$ cat config.mk
export PLATFORM = sky130hd
export DESIGN_NAME = shb_unit
export DESIGN_NICKNAME = d
export VERILOG_FILES = /design/src/rtl/shb_pkg.sv /design/src/rtl/shb_bit_sel.sv /design/src/rtl/shb_err_det.sv /design/src/rtl/shb_unit.sv
export SDC_FILE = /design/constraint.sdc
export NUM_CORES = 1
export LEC_CHECK = 0
export ABC_CLOCK_PERIOD_IN_PS = 800
export BUFFER_PORTS_ARGS = -buffer_cell sky130_fd_sc_hd__buf_4
export CORE_AREA = 5 5 42 44
export DETAILED_ROUTE_END_ITERATION = 12
export DIE_AREA = 0 0 47 49
export PLACE_DENSITY = 0.43
export SYNTH_ARGS = -nofsm -noshare
export SYNTH_HDL_FRONTEND = slang
export SYNTH_HIERARCHICAL = 1
export SYNTH_SLANG_ARGS = --single-unit
$ cat constraint.sdc
create_clock -name vclk -period 0.8
set_clock_uncertainty 0.1 [all_clocks]
set_input_delay 0.04 -clock vclk [all_inputs]
set_output_delay 0.04 -clock vclk [all_outputs]
set_load 0.01 [all_outputs]
$ cat src/rtl/shb_pkg.sv
package shb_pkg;

    typedef enum logic [1:0] {
        OP_KEEP = 2'b00,
        OP_ZERO = 2'b01,
        OP_DBL  = 2'b10,
        OP_HALF = 2'b11
    } shb_op_e;

    // Four candidate sources for one result bit.
    typedef struct packed {
        logic keep;
        logic from_lower;
        logic from_upper;
    } shb_bit_src_t;

endpackage

$ cat src/rtl/shb_bit_sel.sv
module shb_bit_sel
    import shb_pkg::*;
(
    input  shb_bit_src_t src_i,
    input  logic [1:0]   op_i,
    output logic         bit_o
);
    logic bit_d;

    always_comb begin
        unique case (shb_op_e'(op_i))
            OP_KEEP: bit_d = src_i.keep;
            OP_ZERO: bit_d = 1'b0;
            OP_DBL:  bit_d = src_i.from_lower;
            OP_HALF: bit_d = src_i.from_upper;
            default: bit_d = 1'b0;
        endcase
    end

    assign bit_o = bit_d;
endmodule

$ cat src/rtl/shb_err_det.sv
module shb_err_det
    import shb_pkg::*;
#(
    parameter int W = 8
) (
    input  logic [W-1:0] operand_i,
    input  logic [1:0]   op_i,
    output logic         inexact_o
);
    localparam int MSB = W - 1;

    logic sign_flip_d;
    logic odd_d;
    logic inexact_d;

    always_comb begin
        // Doubling leaves the range when the sign would be replaced by a differing bit.
        sign_flip_d = operand_i[MSB] ^ operand_i[MSB-1];
        // Halving drops bit 0.
        odd_d       = operand_i[0];
        unique case (shb_op_e'(op_i))
            OP_DBL:  inexact_d = sign_flip_d;
            OP_HALF: inexact_d = odd_d;
            default: inexact_d = 1'b0;
        endcase
    end

    assign inexact_o = inexact_d;
endmodule

$ cat src/rtl/shb_unit.sv
module shb_unit
    import shb_pkg::*;
#(
    parameter int W = 8
) (
    input  logic [W-1:0] operand_i,
    input  logic [1:0]   op_i,
    output logic [W-1:0] result_o,
    output logic         inexact_o
);
    localparam int MSB = W - 1;

    shb_bit_src_t src_d [W];
    logic [W-1:0] result_d;

    for (genvar i = 0; i < W; i++) begin : g_bit
        if (i == 0) begin : g_low
            assign src_d[i].from_lower = 1'b0;
        end else begin : g_mid_lo
            assign src_d[i].from_lower = operand_i[i-1];
        end

        if (i == MSB) begin : g_top
            assign src_d[i].from_upper = operand_i[MSB];
        end else begin : g_mid_hi
            assign src_d[i].from_upper = operand_i[i+1];
        end

        assign src_d[i].keep = operand_i[i];

        shb_bit_sel u_sel (
            .src_i (src_d[i]),
            .op_i  (op_i),
            .bit_o (result_d[i])
        );
    end

    shb_err_det #(.W(W)) u_err (
        .operand_i (operand_i),
        .op_i      (op_i),
        .inexact_o (inexact_o)
    );

    assign result_o = result_d;
endmodule

==> results.ini, run 1 <==
[power]
p_sw_mw = 0.103
p_sw_share_pct = 42.5
p_per_area_nw_per_um2 = 601
ir_drop_mv = 0.156
p_clk_share_pct = 0
p_leak_nw = 0.200
power.internal_mw = 0.139
p_comb_share_pct = 100.0
seq_power_share_pct = 0

[floorplan]
dieArea_um2 = 2300
coreArea_um2 = 1400
rows = 14
die_h_um = 49
io_pins = 19
start_util_pct = 13.5
die_w_um = 47

[finish]
clock_buffer_count = 0
num-nets-final = 60
seq_area_um2 = 0
antenna_cells = 0
drive_above_1_share_pct = 43.8
seq_cells = 0
final_cells = 64
fillCellCount = 164
area_growth_pct = 113

[route]
drt-initial-drc-count = 1
avgViaCountPerCell = 4.30
drc = 0
drt_first_pass_iters = 4
vias = 275
routed_wl_um = 604
wl_per_cell_um = 9.44
drtAntennaViolNets = 0

[hold_path]
min-delay-start = operand_i[7]
hold_path.class = in -> out
whs_endpoint = result_o[7]
hold_depth = 4

[placement]
portBuffers = 19
gp_congestion = 0.681
post-place-cells = 64

[synthesis]
ys_top_cells_by_area = mux2i_1 (42%), nand3_1 (21%), o21ai_1 (21%), o211a_1 (5.3%), xor2_1 (4.6%)
synthCells = 28
yosysTopAreaCell = mux2i_1
synth_nets = 38
yosysWarnings = 6
synth_top_area_share_pct = 42.4
yosysUniqueCellTypes = 7
syn_area_um2 = 189
ys_seq_area_share_pct = 0
avgSynthCellArea_um2 = 6.75

[sta]
maxSlewViolCount = 0
fmax_ghz = 1.27
whs_ns = 0.322
rsz0062_at_grt = yes
hold_violations = 0
post-route-period-util_pct = 98.2
finalSetupViolCount = 0
min_period_ns = 0.786

[worst_setup_path]
cp.arrival_ns = 0.65
setup.worst_path.start = operand_i[7]
worstPathMaxFanout = 4
critical_path_required_ns = 0.66
worstSetupPathType = in -> out
start_kind = primary input
end_kind = output pin

[global_route]
grt_max_degree = 19
antenna_found_initial = 0
track_usage_pct = 5.47
gr-total-overflow = 0
grt_pass1_wl_um = 1030
grt_pass1_vias = 237

[cts]
cts_setup_buffers = 0
hold_buffers = 0

[job]
maxCapViolCount = 0

[run_status]
status = finished, final reports clean

-- how the worst max path moves through the flow --
stage,endpoint,depth (start not counted)
6_report,inexact_o,4
5_1_grt,result_o[7],5
4_1_cts,inexact_o,4
3_5_place_dp,result_o[7],4
3_3_place_gp,result_o[4],4
2_1_floorplan,inexact_o,2
-- cells in the final DEF, fill, tap and decap left out --
cell / count
buf_12: 1
buf_4: 15
buf_6: 2
buf_8: 2
conb_1: 1
mux2i_1: 8
nand2b_1: 1
nand3_1: 8
o211a_1: 1
o21ai_1: 8
xor2_2: 1
-- power groups by stage --
stage / clock, mW / combinational [mW] / sequential (mW)
2_1_floorplan: 0 / 0.0821 / 0
3_3_place_gp: 0 / 0.224 / 0
3_5_place_dp: 0 / 0.223 / 0
4_1_cts: 0 / 0.226 / 0
5_1_grt: 0 / 0.267 / 0
6_report: 0 / 0.241 / 0
-- layer usage --
layer / wire length, um / global-route usage, % / share of wire [%] / up-vias
li1: - / - / - / 149
met3: 48 / 0.369 / 7.9 / 0
met5: 0 / 0 / 0 / -
met1: 252 / 7.83 / 42 / 117
met4: 0 / 0 / 0 / 0
met2: 303 / 9.28 / 50 / 9
-- area by class of cell --
cell class / instances / area [um2] / share of cell area [%]
Tap cell: 16 / 20.0 / 4.98
Multi-Input combinational cell: 28 / 196 / 48.9
Timing Repair Buffer: 20 / 185 / 46.1
-- critical path, stage by stage --
cell and delay [ns]:
buf_8 0.10, xor2_2 0.16, o211a_1 0.23, buf_6 0.12
-- synthesized netlist by cell type --
| library cell | n |
|---|---|
| mux2i_1 | 8 |
| conb_1 | 1 |
| nand2b_1 | 1 |
| xor2_1 | 1 |
| o21ai_1 | 8 |
| nand3_1 | 8 |
| o211a_1 | 1 |
-- kinds of logic after synthesis --
group	synth area share (%)
AND/OR/NAND/NOR	24.5
XOR/XNOR	4.64
AO/OA/AOI/OAI	26.5
multiplexers	42.4
other	1.98
-- stage by stage --
step                      TNS (ns)  total power, mW  setup WS, ns  utilization, %  cell area [um2]
after global placement      -0.158            0.224       -0.0283            25.6              359
after CTS                        0            0.226       0.00742            25.9              363
after detailed placement    -0.174            0.223       -0.0289            25.6              359
after floorplan                  0           0.0821         0.252               -              189
final                            0            0.241        0.0143            28.7              402
after global routing       -0.0179            0.267       -0.0118            28.7              402
-- repair_timing --
| item | 4_1_cts | 5_1_grt |
|---|---|---|
| gates cloned | 0 | 0 |
| pin swaps | 0 | 3 |
| gates resized for setup | 1 | 9 |
| endpoints found under the setup margin | 8 | 8 |
Power figures use the tool's default switching activity.
==> run 2: changes to the inputs <==
--- a/config.mk
+++ b/config.mk
@@ -7,10 +7,12 @@
 export LEC_CHECK = 0
 export ABC_CLOCK_PERIOD_IN_PS = 800
 export BUFFER_PORTS_ARGS = -buffer_cell sky130_fd_sc_hd__buf_4
+export CELL_PAD_IN_SITES_DETAIL_PLACEMENT = 0
+export CELL_PAD_IN_SITES_GLOBAL_PLACEMENT = 2
 export CORE_AREA = 5 5 42 44
 export DETAILED_ROUTE_END_ITERATION = 12
 export DIE_AREA = 0 0 47 49
-export PLACE_DENSITY = 0.43
+export PLACE_DENSITY = 0.77
 export SYNTH_ARGS = -nofsm -noshare
 export SYNTH_HDL_FRONTEND = slang
 export SYNTH_HIERARCHICAL = 1
==> results.ini, run 2 (synthesis gave the netlist of run 1 again) <==
[sta]
fin_tns_setup_ns = 0  ; unchanged
timing.final.ws_setup_ns = 0.0245  ; was 0.0143 ns
maxSlewViolCount = 0  ; unchanged
min_period_ns = 0.776  ; was 0.786 ns
hold_violations = 0  ; unchanged
fmax_ghz = 1.29  ; was 1.27 GHz
whs_ns = 0.324  ; was 0.322 ns
finalSetupViolCount = 0  ; unchanged
rsz0062_at_grt = yes  ; unchanged
post-route-period-util_pct = 96.9  ; was 98.2%

[placement]
post-place-cells = 64  ; unchanged
portBuffers = 19  ; unchanged
post-place-ws_ns = -0.0365  ; was -0.0289 ns
post_dp_cell_area_um2 = 359  ; unchanged
gp_congestion = 0.696  ; was 0.681

[floorplan]
io_pins = 19  ; unchanged
rows = 14  ; unchanged
dieArea_um2 = 2300  ; unchanged
die_h_um = 49  ; unchanged
start_util_pct = 13.5  ; unchanged
coreArea_um2 = 1400  ; unchanged
die_w_um = 47  ; unchanged

[worst_setup_path]
worstPathMaxFanout = 4  ; unchanged
cp-endpoint = inexact_o  ; unchanged
setup.worst_path.start = operand_i[7]  ; unchanged
crit_chain = buf_4 -> xor2_1 -> o211a_1 -> buf_6  ; was buf_8 -> xor2_2 -> o211a_1 -> buf_6
max_stage_delay_ns = 0.21  ; was 0.23 ns
worst-path-buf-inv = 2  ; unchanged
path_delay_family = buffers and inverters  ; was compound AO/OA/AOI/OAI gates
start_kind = primary input  ; unchanged
critical_path_required_ns = 0.66  ; about the same
end_kind = output pin  ; unchanged
slowest_stage = o211a_1  ; unchanged
crit_cells = 4  ; unchanged
cp.arrival_ns = 0.64  ; was 0.65 ns
worstSetupPathType = in -> out  ; unchanged

[finish]
area_growth_pct = 103  ; was 113%
multi_input_area_um2 = 189  ; was 196 um2
fillCellCount = 167  ; was 164
clock_buffer_count = 0  ; unchanged
antenna_cells = 0  ; unchanged
drive_above_1_share_pct = 41.7  ; was 43.8%
layout_commonest_cell = buf_4  ; unchanged
seq_area_um2 = 0  ; unchanged
seq_cells = 0  ; unchanged
num-nets-final = 60  ; unchanged
fin_util_pct = 27.3  ; was 28.7%
final_cells = 64  ; unchanged
final_cell_mix = buf_4 (16), mux2i_1 (8), nand3_1 (8), o21ai_1 (8), buf_6 (3)  ; was buf_4 (15), mux2i_1 (8), nand3_1 (8), o21ai_1 (8)
stdcell_area_um2 = 383  ; was 402 um2

[global_route]
grt_pass1_wl_um = 1100  ; was 1030 um
gr-total-overflow = 0  ; unchanged
track_usage_pct = 5.82  ; was 5.47%
antenna_found_initial = 0  ; unchanged
grt_max_degree = 19  ; unchanged
grt_pass1_vias = 248  ; was 237

[route]
routed_wl_um = 637  ; was 604 um
avgViaCountPerCell = 4.42  ; was 4.30
wl_per_cell_um = 9.95  ; was 9.44 um
highest_layer = met3  ; unchanged
vias = 283  ; was 275
drtAntennaViolNets = 0  ; unchanged
route.met2.wl_um = 328  ; was 303 um
drc = 0  ; unchanged
wl_met1_um = 256  ; was 252 um
dr_wl_met3_um = 53  ; was 48 um
drt_first_pass_iters = 2  ; was 4
drt-initial-drc-count = 1  ; unchanged

[cts]
hold_buffers = 0  ; unchanged
cts_setup_buffers = 0  ; unchanged

[hold_path]
hold_depth = 4  ; unchanged
hold_path.class = in -> out  ; unchanged

[power]
p_leak_nw = 0.194  ; was 0.200 nW
power.total_mw = 0.234  ; was 0.241 mW
p_per_area_nw_per_um2 = 610  ; was 601 nW/um2
ir_drop_mv = 0.168  ; was 0.156 mV

[run_status]
status = finished, final reports clean  ; unchanged

[job]
maxCapViolCount = 0  ; unchanged

[run 2: worst min-delay path, delay by kind of cell]
kind / cells / cell delay, ns
simple gates: 1 / 0.07
compound gates: 1 / 0.07
buf+inv: 2 / 0.21
[run 2: routing by layer]
layer	track usage, %	vias to the layer above
met5	0	-
met4	0	0
met3	0.738	0
met2	9.95	9
met1	8.04	124
li1	-	150
[run 2: how the worst min path moves through the flow]
stage	start	to	slack [ns]
after floorplan	op_i[0]	result_o[0]	0.07
after global placement	operand_i[5]	result_o[4]	0.33
after detailed placement	operand_i[4]	result_o[3]	0.33
after CTS	operand_i[4]	result_o[3]	0.33
after global routing	op_i[1]	inexact_o	0.36
final	operand_i[4]	result_o[3]	0.32
[run 2: layout make-up]
type / count / share of cell area (%)
multi-input combinational: 28 / 49.3
tap: 16 / 5.23
timing repair buffer: 20 / 45.4
[run 2: what timing repair did]
action                                  in CTS  in global routing
endpoints found under the setup margin       8                  9
pin swaps                                    0                  1
resized for setup                            1                  5
[run 2: report_power, final]
group | internal (mW) | leakage [nW] | switching [mW]
clock network | 0 | 0 | 0
registers | 0 | 0 | 0
logic | 0.132 | 0.194 | 0.102
total | 0.132 | 0.194 | 0.102
